`config.mk`:
```
export PLATFORM = sky130hd
export DESIGN_NAME = irq_vector_ctrl
export DESIGN_NICKNAME = d
export VERILOG_FILES = /design/src/rtl/irqv_pkg.sv /design/src/rtl/irqv_sampler.sv /design/src/rtl/irqv_encoder.sv /design/src/rtl/irqv_regs.sv /design/src/rtl/irq_vector_ctrl.sv
export SDC_FILE = /design/constraint.sdc
export NUM_CORES = 1
export LEC_CHECK = 0
export ABC_AREA = 1
export BUFFER_PORTS_ARGS = -buffer_cell sky130_fd_sc_hd__buf_2
export CAP_MARGIN = 20
export CELL_PAD_IN_SITES_DETAIL_PLACEMENT = 1
export CELL_PAD_IN_SITES_GLOBAL_PLACEMENT = 1
export CORE_ASPECT_RATIO = 0.75
export CORE_UTILIZATION = 40
export CTS_CLUSTER_SIZE = 40
export DETAILED_ROUTE_END_ITERATION = 6
export PLACE_DENSITY_LB_ADDON = 0.1
export SLEW_MARGIN = 25
export SYNTH_ARGS = -nofsm -noshare
export SYNTH_HDL_FRONTEND = slang
export SYNTH_SLANG_ARGS = --single-unit
export TNS_END_PERCENT = 10
```
`constraint.sdc`:
```
create_clock -name clk_i -period 5.61 [get_ports clk_i]
set_input_delay 0.2805 -clock clk_i [delete_from_list [all_inputs] [get_ports clk_i]]
set_output_delay 0.2805 -clock clk_i [all_outputs]
set_load 0.02 [all_outputs]
```
`src/rtl/irqv_pkg.sv`:
```
package irqv_pkg;
  localparam int unsigned ADDR_W = 5;

  typedef enum logic [2:0] {
    SLOT_MASK,
    SLOT_RAW,
    SLOT_MASKED,
    SLOT_NMI,
    SLOT_DIAG,
    SLOT_NONE
  } slot_e;

  function automatic slot_e decode_slot(input logic [ADDR_W-1:0] a);
    case (a)
      5'h00:   return SLOT_MASK;
      5'h04:   return SLOT_RAW;
      5'h08:   return SLOT_MASKED;
      5'h0C:   return SLOT_NMI;
      5'h10:   return SLOT_DIAG;
      default: return SLOT_NONE;
    endcase
  endfunction
endpackage

```
`src/rtl/irqv_sampler.sv`:
```
module irqv_sampler #(
  parameter int unsigned NUM_LINES = 30
) (
  input  logic                 clk_i,
  input  logic                 rst_ni,
  input  logic [NUM_LINES-1:0] lines_i,
  output logic [NUM_LINES-1:0] raw_o
);
  for (genvar g = 0; g < NUM_LINES; g++) begin : g_line
    always_ff @(posedge clk_i or negedge rst_ni) begin
      if (!rst_ni) raw_o[g] <= 1'b0;
      else         raw_o[g] <= lines_i[g];
    end
  end
endmodule

```
`src/rtl/irqv_encoder.sv`:
```
module irqv_encoder #(
  parameter int unsigned NUM_LINES = 30,
  parameter int unsigned VEC_W     = 8,
  parameter logic [7:0]  BASE_VEC  = 8'h30
) (
  input  logic [NUM_LINES-1:0] masked_i,
  output logic                 req_o,
  output logic [VEC_W-1:0]     vec_o
);
  localparam int unsigned IDX_W = $clog2(NUM_LINES);

  logic [IDX_W-1:0] low_idx;
  logic             multi;

  always_comb begin
    low_idx = '0;
    for (int i = NUM_LINES - 1; i >= 0; i--) begin
      if (masked_i[i]) low_idx = IDX_W'(i);
    end
  end

  // clearing the lowest set bit leaves something only if two or more were set
  assign multi = |(masked_i & (masked_i - NUM_LINES'(1)));
  assign req_o = |masked_i;

  always_comb begin
    if (!req_o)     vec_o = '0;
    else if (multi) vec_o = VEC_W'(BASE_VEC);
    else            vec_o = VEC_W'(BASE_VEC) + VEC_W'(1) + VEC_W'(low_idx);
  end
endmodule

```
`src/rtl/irqv_regs.sv`:
```
module irqv_regs
  import irqv_pkg::*;
#(
  parameter int unsigned NUM_LINES = 30,
  parameter int unsigned DATA_W    = 32
) (
  input  logic                 clk_i,
  input  logic                 rst_ni,
  input  logic                 sel_i,
  input  logic                 we_i,
  input  logic [ADDR_W-1:0]    addr_i,
  input  logic [DATA_W-1:0]    wdata_i,
  input  logic [NUM_LINES-1:0] raw_i,
  output logic [DATA_W-1:0]    rdata_o,
  output logic                 err_o,
  output logic [NUM_LINES-1:0] mask_o
);
  localparam int unsigned PAD_W = DATA_W - NUM_LINES;

  logic [DATA_W-1:0] nmi_q, diag_q, rd_mux;
  slot_e             slot;

  assign slot = decode_slot(addr_i);

  always_comb begin
    case (slot)
      SLOT_MASK:   rd_mux = {{PAD_W{1'b0}}, mask_o};
      SLOT_RAW:    rd_mux = {{PAD_W{1'b0}}, raw_i};
      SLOT_MASKED: rd_mux = {{PAD_W{1'b0}}, raw_i & mask_o};
      SLOT_NMI:    rd_mux = nmi_q;
      SLOT_DIAG:   rd_mux = diag_q;
      default:     rd_mux = '0;
    endcase
  end

  always_ff @(posedge clk_i or negedge rst_ni) begin
    if (!rst_ni) begin
      mask_o  <= '0;
      nmi_q   <= '0;
      diag_q  <= '0;
      rdata_o <= '0;
      err_o   <= 1'b0;
    end else begin
      err_o <= sel_i && (slot == SLOT_NONE);
      if (sel_i && !we_i) rdata_o <= rd_mux;
      if (sel_i && we_i) begin
        case (slot)
          SLOT_MASK: mask_o <= wdata_i[NUM_LINES-1:0];
          SLOT_NMI:  nmi_q  <= wdata_i;
          SLOT_DIAG: diag_q <= wdata_i;
          default:   ;  // status views are read-only, unknown offsets drop
        endcase
      end
    end
  end
endmodule

```
`src/rtl/irq_vector_ctrl.sv`:
```
module irq_vector_ctrl
  import irqv_pkg::*;
#(
  parameter int unsigned NUM_LINES = 30,
  parameter int unsigned DATA_W    = 32,
  parameter int unsigned VEC_W     = 8,
  parameter logic [7:0]  BASE_VEC  = 8'h30
) (
  input  logic                 clk_i,
  input  logic                 rst_ni,
  input  logic [NUM_LINES-1:0] irq_lines_i,
  input  logic                 bus_sel_i,
  input  logic                 bus_we_i,
  input  logic [ADDR_W-1:0]    bus_addr_i,
  input  logic [DATA_W-1:0]    bus_wdata_i,
  output logic [DATA_W-1:0]    bus_rdata_o,
  output logic                 bus_err_o,
  output logic                 irq_req_o,
  output logic [VEC_W-1:0]     irq_vec_o
);
  logic [NUM_LINES-1:0] raw_q, mask_q;
  logic                 req_d;
  logic [VEC_W-1:0]     vec_d;

  irqv_sampler #(.NUM_LINES(NUM_LINES)) u_sampler (
    .clk_i  (clk_i),
    .rst_ni (rst_ni),
    .lines_i(irq_lines_i),
    .raw_o  (raw_q)
  );

  irqv_regs #(.NUM_LINES(NUM_LINES), .DATA_W(DATA_W)) u_regs (
    .clk_i  (clk_i),
    .rst_ni (rst_ni),
    .sel_i  (bus_sel_i),
    .we_i   (bus_we_i),
    .addr_i (bus_addr_i),
    .wdata_i(bus_wdata_i),
    .raw_i  (raw_q),
    .rdata_o(bus_rdata_o),
    .err_o  (bus_err_o),
    .mask_o (mask_q)
  );

  irqv_encoder #(.NUM_LINES(NUM_LINES), .VEC_W(VEC_W), .BASE_VEC(BASE_VEC)) u_enc (
    .masked_i(raw_q & mask_q),
    .req_o   (req_d),
    .vec_o   (vec_d)
  );

  // one register stage for both so the core never sees a mismatched pair
  always_ff @(posedge clk_i or negedge rst_ni) begin
    if (!rst_ni) begin
      irq_req_o <= 1'b0;
      irq_vec_o <= '0;
    end else begin
      irq_req_o <= req_d;
      irq_vec_o <= vec_d;
    end
  end
endmodule

```
# == Yosys cells after proc, flatten, opt, wreduce, memory -nomap -nowiden ==
# Cells that the tools add are included.
# word_totals
reg_bits,166
in_bits,71
out_inout_bits,42
elab_cells,95
# op_classes
n_addsub,2
n_eq_ne,9
mux,34
n_bitwise,2
n_reduce_logical,11
# op_table
cell,n
$pmux 32 s5,1
$mux 5,30
$and 30x30->30,2
$reduce_or 30->1,2
$sub 30x1->30 const B,1
$mux 8,2
$pmux 3 s5,1
$eq 5x4->1 const B,2
$add 6x5->7 const A,1
$eq 3x2->1 const B,2
$eq 3x3->1 const B,2
$reduce_and 2->1,3
$eq 5x3->1 const B,1
$eq 5x5->1 const B,1
$logic_not 5->1,1
$eq 3x1->1 const B,1
$logic_and 1x1->1,3
$logic_not 3->1,1
$logic_not 1->1,1

# == Depth between registers and ports, before layout ==
# depth
ltp_word,34
ltp_mapped,38
ltp_nobuf,38

# == Hierarchy ==
# From an unflattened synthesis, not the netlist that was laid out.
# hier_totals
hier_cells,1105
area_unflattened_um2,8584.5
# by_module_without_submodules
module,instances,cells_per_inst,area_per_inst_um2,seq_area_each_um2
irqv_regs,1,809,6452.4,3178.0
irqv_encoder,1,197,930.9,0.0
irqv_sampler,1,30,750.7,750.7
irq_vector_ctrl,1,69,450.4,225.2

# == Worst setup path before layout ==
# No wires, ideal clock.
# synth_path
path_type,register to register
from,register u_regs.mask_o[28]
to,register irq_vec_o[4]
setup_ns,0.113
arrival_ns,2.447
required_ns,5.497
path_slack_ns,3.050
path_stages_with_launch,38
path_buffers,0
synth_period_minus_slack_ns,2.560
path_cell_list,dfrtp_1 > nand2_1 > nand2_1 > nand2_1 > nand2_1 > nand2_1 > nand2_1 > nand2_1 > nand2_1 > nand2_1 > nand2_1 > nand2_1 > nand2_1 > nand2_1 > nand2_1 > nand2_1 > nand2_1 > nand2_1 > [2 not listed] > nand2_1 > nand2_1 > nand2_1 > nand2_1 > nand2_1 > nand2_1 > nand2_1 > nand2_1 > nand2_1 > nand2_1 > nand2_1 > inv_1 > ha_1 > nand2_1 > a21oi_4 > o21ai_1 > nand2_1 > inv_1
# synth_between
elab_chain_cells,33
word_cells_on_any_way,37
cone_classes,add/sub (2); mux (31); bitwise (2); reduce/logical (2)
# synth_lines
element,line,text
"start, declared",irqv_regs.sv:16,output logic [NUM_LINES-1:0] mask_o
"start signal, assigned",irqv_regs.sv:48,SLOT_MASK: mask_o <= wdata_i[NUM_LINES-1:0];
$and 30x30->30 *,irq_vector_ctrl.sv:46,".masked_i(raw_q & mask_q),"
$mux 5 (29 in series),irqv_encoder.sv:18,if (masked_i[i]) low_idx = IDX_W'(i);
$add 6x5->7,irqv_encoder.sv:29,else vec_o = VEC_W'(BASE_VEC) + VEC_W'(1) + VEC_W'(low_idx);
$mux 8,irqv_encoder.sv:28,else if (multi) vec_o = VEC_W'(BASE_VEC);
$mux 8 *,irqv_encoder.sv:27,if (!req_o) vec_o = '0;
via u_enc.vec_o[4],irqv_encoder.sv:8,output logic [VEC_W-1:0] vec_o
"end signal, assigned",irq_vector_ctrl.sv:58,irq_vec_o <= vec_d;
"end, declared",irq_vector_ctrl.sv:19,output logic [VEC_W-1:0] irq_vec_o
# The timed path passes the listed nets; every way through them passes the cells marked *.
# A chain may end at the register's enable or synchronous reset.

# == Worst setup path after layout ==
# Ends and elaborated chain as after synthesis.

==> flow_metrics.tcl <==
set metrics [dict create \
    skew_ns 0.0130 \
    dieArea_sq_um 19000 \
    clockBufferDepth 2 \
    netlist_instances 846 \
    start_kind "flop" \
    hold_violations 0 \
    finalSetupViolCount 0 \
    drt-pass1-iter-count 5 \
    post-synth-top-area-cell "dfrtp_1" \
    clk_pin_slew_ns 0.07 \
    cts_buffers 17 \
    setup_tns_ns 0 \
    hp-class "input pin to flop" \
    crit_fanout 6 \
    diodes 0 \
    worstSetupPathType "flop to flop" \
    nNetsFinal 1044 \
    grt_pass1_vias 7063 \
    wl_per_cell_um 18.0 \
    cts_resized 0 \
    via_per_inst 5.35 \
    ys_top_cells_by_count "253 x nand2_1, 165 x dfrtp_1, 132 x o21ai_0" \
    hold_ws_ns 0.0998 \
    place.gp.congestion 0.773 \
    rsz0062_at_grt "no" \
    synth_edf_count 0 \
    outcome "finished clean" \
    die_h_um 120 \
    cp_data_arrival_time_ns 3.37 \
    grt.overflow.total 0 \
    peakVddDrop_v 0.000205 \
    rows 42 \
    drcViolationCount 0 \
    maxSlewViolCount 0 \
    critical_path.max_stage_delay_ns 0.40 \
    clock_latency_ns 0.43 \
    synth-seq-area-share 0.558 \
    synth_ff_type "dfrtp_1" \
    nFillCells 2109 \
    initial_utilization 0.414 \
    synthDistinctLibCells 39 \
    post-route-cell-area_sq_um 9080 \
    cts.sinks 165 \
    antenna_left 0 \
    max_freq_mhz 329 \
    grt_util_all_layers 0.247 \
    cts_tree "done" \
    dp_hpwl_um 14000 \
    tightest_slew_ns 0.994 \
    totalWireLength_um 22100 \
    ctsRootBufferMaster "clkbuf_16" \
    dp_cells 1164 \
    h-tree-depth 4 \
    grt_pass1_wl_um 37000 \
    final_cells 1227 \
    drive_gt1_frac 0.192 \
    die_w_um 159 \
    yosysMostFrequentCell "nand2_1" \
    synth_top_area_share 0.558 \
    post-route-period-util 0.542 \
    relSlewSlack 0.336 \
    slowest_stage "dfrtp_1" \
    cellLeakagePower_nw 4.80 \
    syn_nets 918 \
    syn_area_sq_um 7400 \
    cpMostUsedCell "nand2_1" \
    fp.coreArea_sq_um 17900 \
    antenna_found_initial 0 \
    grt_max_degree 101 \
    num_vias 6563 \
    yosys_warnings 0 \
    period_needed_ns 3.04 \
    power_mw 3.17 \
    port_buffers 111 \
    r2r_slack_ns 2.57 \
    synth_area_leaders "dfrtp_1 56%, nand2_1 13%, o21ai_0 8.9%, a221oi_1 3.4%, inv_1 3.2%" \
    area_delta_synth_final_pct 22.7 \
    place_area_sq_um 8190 \
    drtIter0Drc 347 \
    avgSynthCellArea_sq_um 8.75 \
    p_per_area_nw_per_um2 349 \
    drv_cap 0 \
    synthArstFlopShare 1.00 \
    ioPinCount 113 \
    required_ns 5.94 \
    ys_ff_latch 165 \
    crit_path_end_kind "flop" \
]
-- state kept, by name (all words and copies together), names as in the netlist --
register	cells
u_sampler.raw_o	30
irq_vec_o	7
u_regs.mask_o	30
u_regs.diag_q	32
u_regs.rdata_o	32
irq_req_o	1
u_regs.nmi_q	32
u_regs.err_o	1
-- layer usage --
metal / GRT usage / part of all wire / routed length (um)
met2: 0.402 / 0.46 / 10100
met3: 0.0432 / 0.038 / 833
met4: 0.0631 / 0.0070 / 155
met1: 0.343 / 0.50 / 11000
met5: 0 / 0 / 0
-- cells by family after synthesis --
logic type	share of synthesized area
AO/OA/AOI/OAI	0.195
XOR/XNOR	0.00118
adder cells (fa/ha/maj)	0.00169
buffers and inverters	0.0577
flip-flops	0.558
other	0.000507
AND/OR/NAND/NOR	0.186
-- through the flow --
step,setup WS (ns),util
finish,2.57,0.508
global route,2.04,0.508
CTS,2.56,0.508
detailed placement,2.59,0.458
global placement,2.58,0.458
floorplan,3.05,-
-- power by group --
part / total, mW / internal, mW / switching [mW]
combinational: 0.591 / 0.206 / 0.385
clock: 1.15 / 0.640 / 0.508
sequential: 1.43 / 1.33 / 0.0926
total: 3.17 / 2.18 / 0.986
-- layout make-up --
cell class / instances / area, sq um / area share
Timing Repair Buffer: 147 / 910 / 0.100
Clock buffer: 19 / 453 / 0.0499
Inverter: 72 / 273 / 0.0301
Clock inverter: 13 / 121 / 0.0134
Multi-Input combinational cell: 569 / 2890 / 0.318
Tap cell: 242 / 303 / 0.0334
Sequential cell: 165 / 4130 / 0.455
-- placed cells by master, fill, tap and decap left out, types with 4 or more instances in the layout --
master	count
inv_1	62
a21o_1	28
nand2_2	14
a221oi_1	29
nand2_4	4
o21ai_0	132
nor2_1	26
a21oi_1	33
nor4_1	5
a31oi_1	9
dfrtp_1	165
buf_4	5
inv_6	4
nor3_1	4
dlygate4sd3_1	31
inv_2	9
nand2_1	250
clkbuf_16	17
buf_2	110
-- critical path: cells and delay by family, from the launching register on --
| family | cells | cell delay, ns |
|---|---|---|
| flip-flops | 1 | 0.40 |
| AND/OR/NAND/NOR | 32 | 1.98 |
| buffers and inverters | 2 | 0.12 |
| AO/OA/AOI/OAI | 2 | 0.25 |
| adder cells (fa/ha/maj) | 1 | 0.18 |
-- what timing repair did --
item / in CTS / in global routing
endpoints found under the hold margin: 36 / 0
buffers inserted: 0 / 0
hold buffers: 31 / 0
-- final timing paths --
check                                         startpoint                       endpoint  cells after the start
setup / recovery           u_regs.mask_o[28]$_DFFE_PN0P_         irq_vec_o[4]$_DFF_PN0_                     37
hold / removal                                 bus_sel_i         u_regs.err_o$_DFF_PN0_                      3
setup reg to reg           u_regs.mask_o[28]$_DFFE_PN0P_         irq_vec_o[4]$_DFF_PN0_                     37
hold reg to reg            u_regs.rdata_o[5]$_DFFE_PN0P_  u_regs.rdata_o[5]$_DFFE_PN0P_                      1
max in group asynchronous                         rst_ni    u_regs.nmi_q[6]$_DFFE_PN0P_                      3
min in group asynchronous                         rst_ni  u_regs.diag_q[31]$_DFFE_PN0P_                      2
No activity file was read; power rests on OpenSTA's default activity.
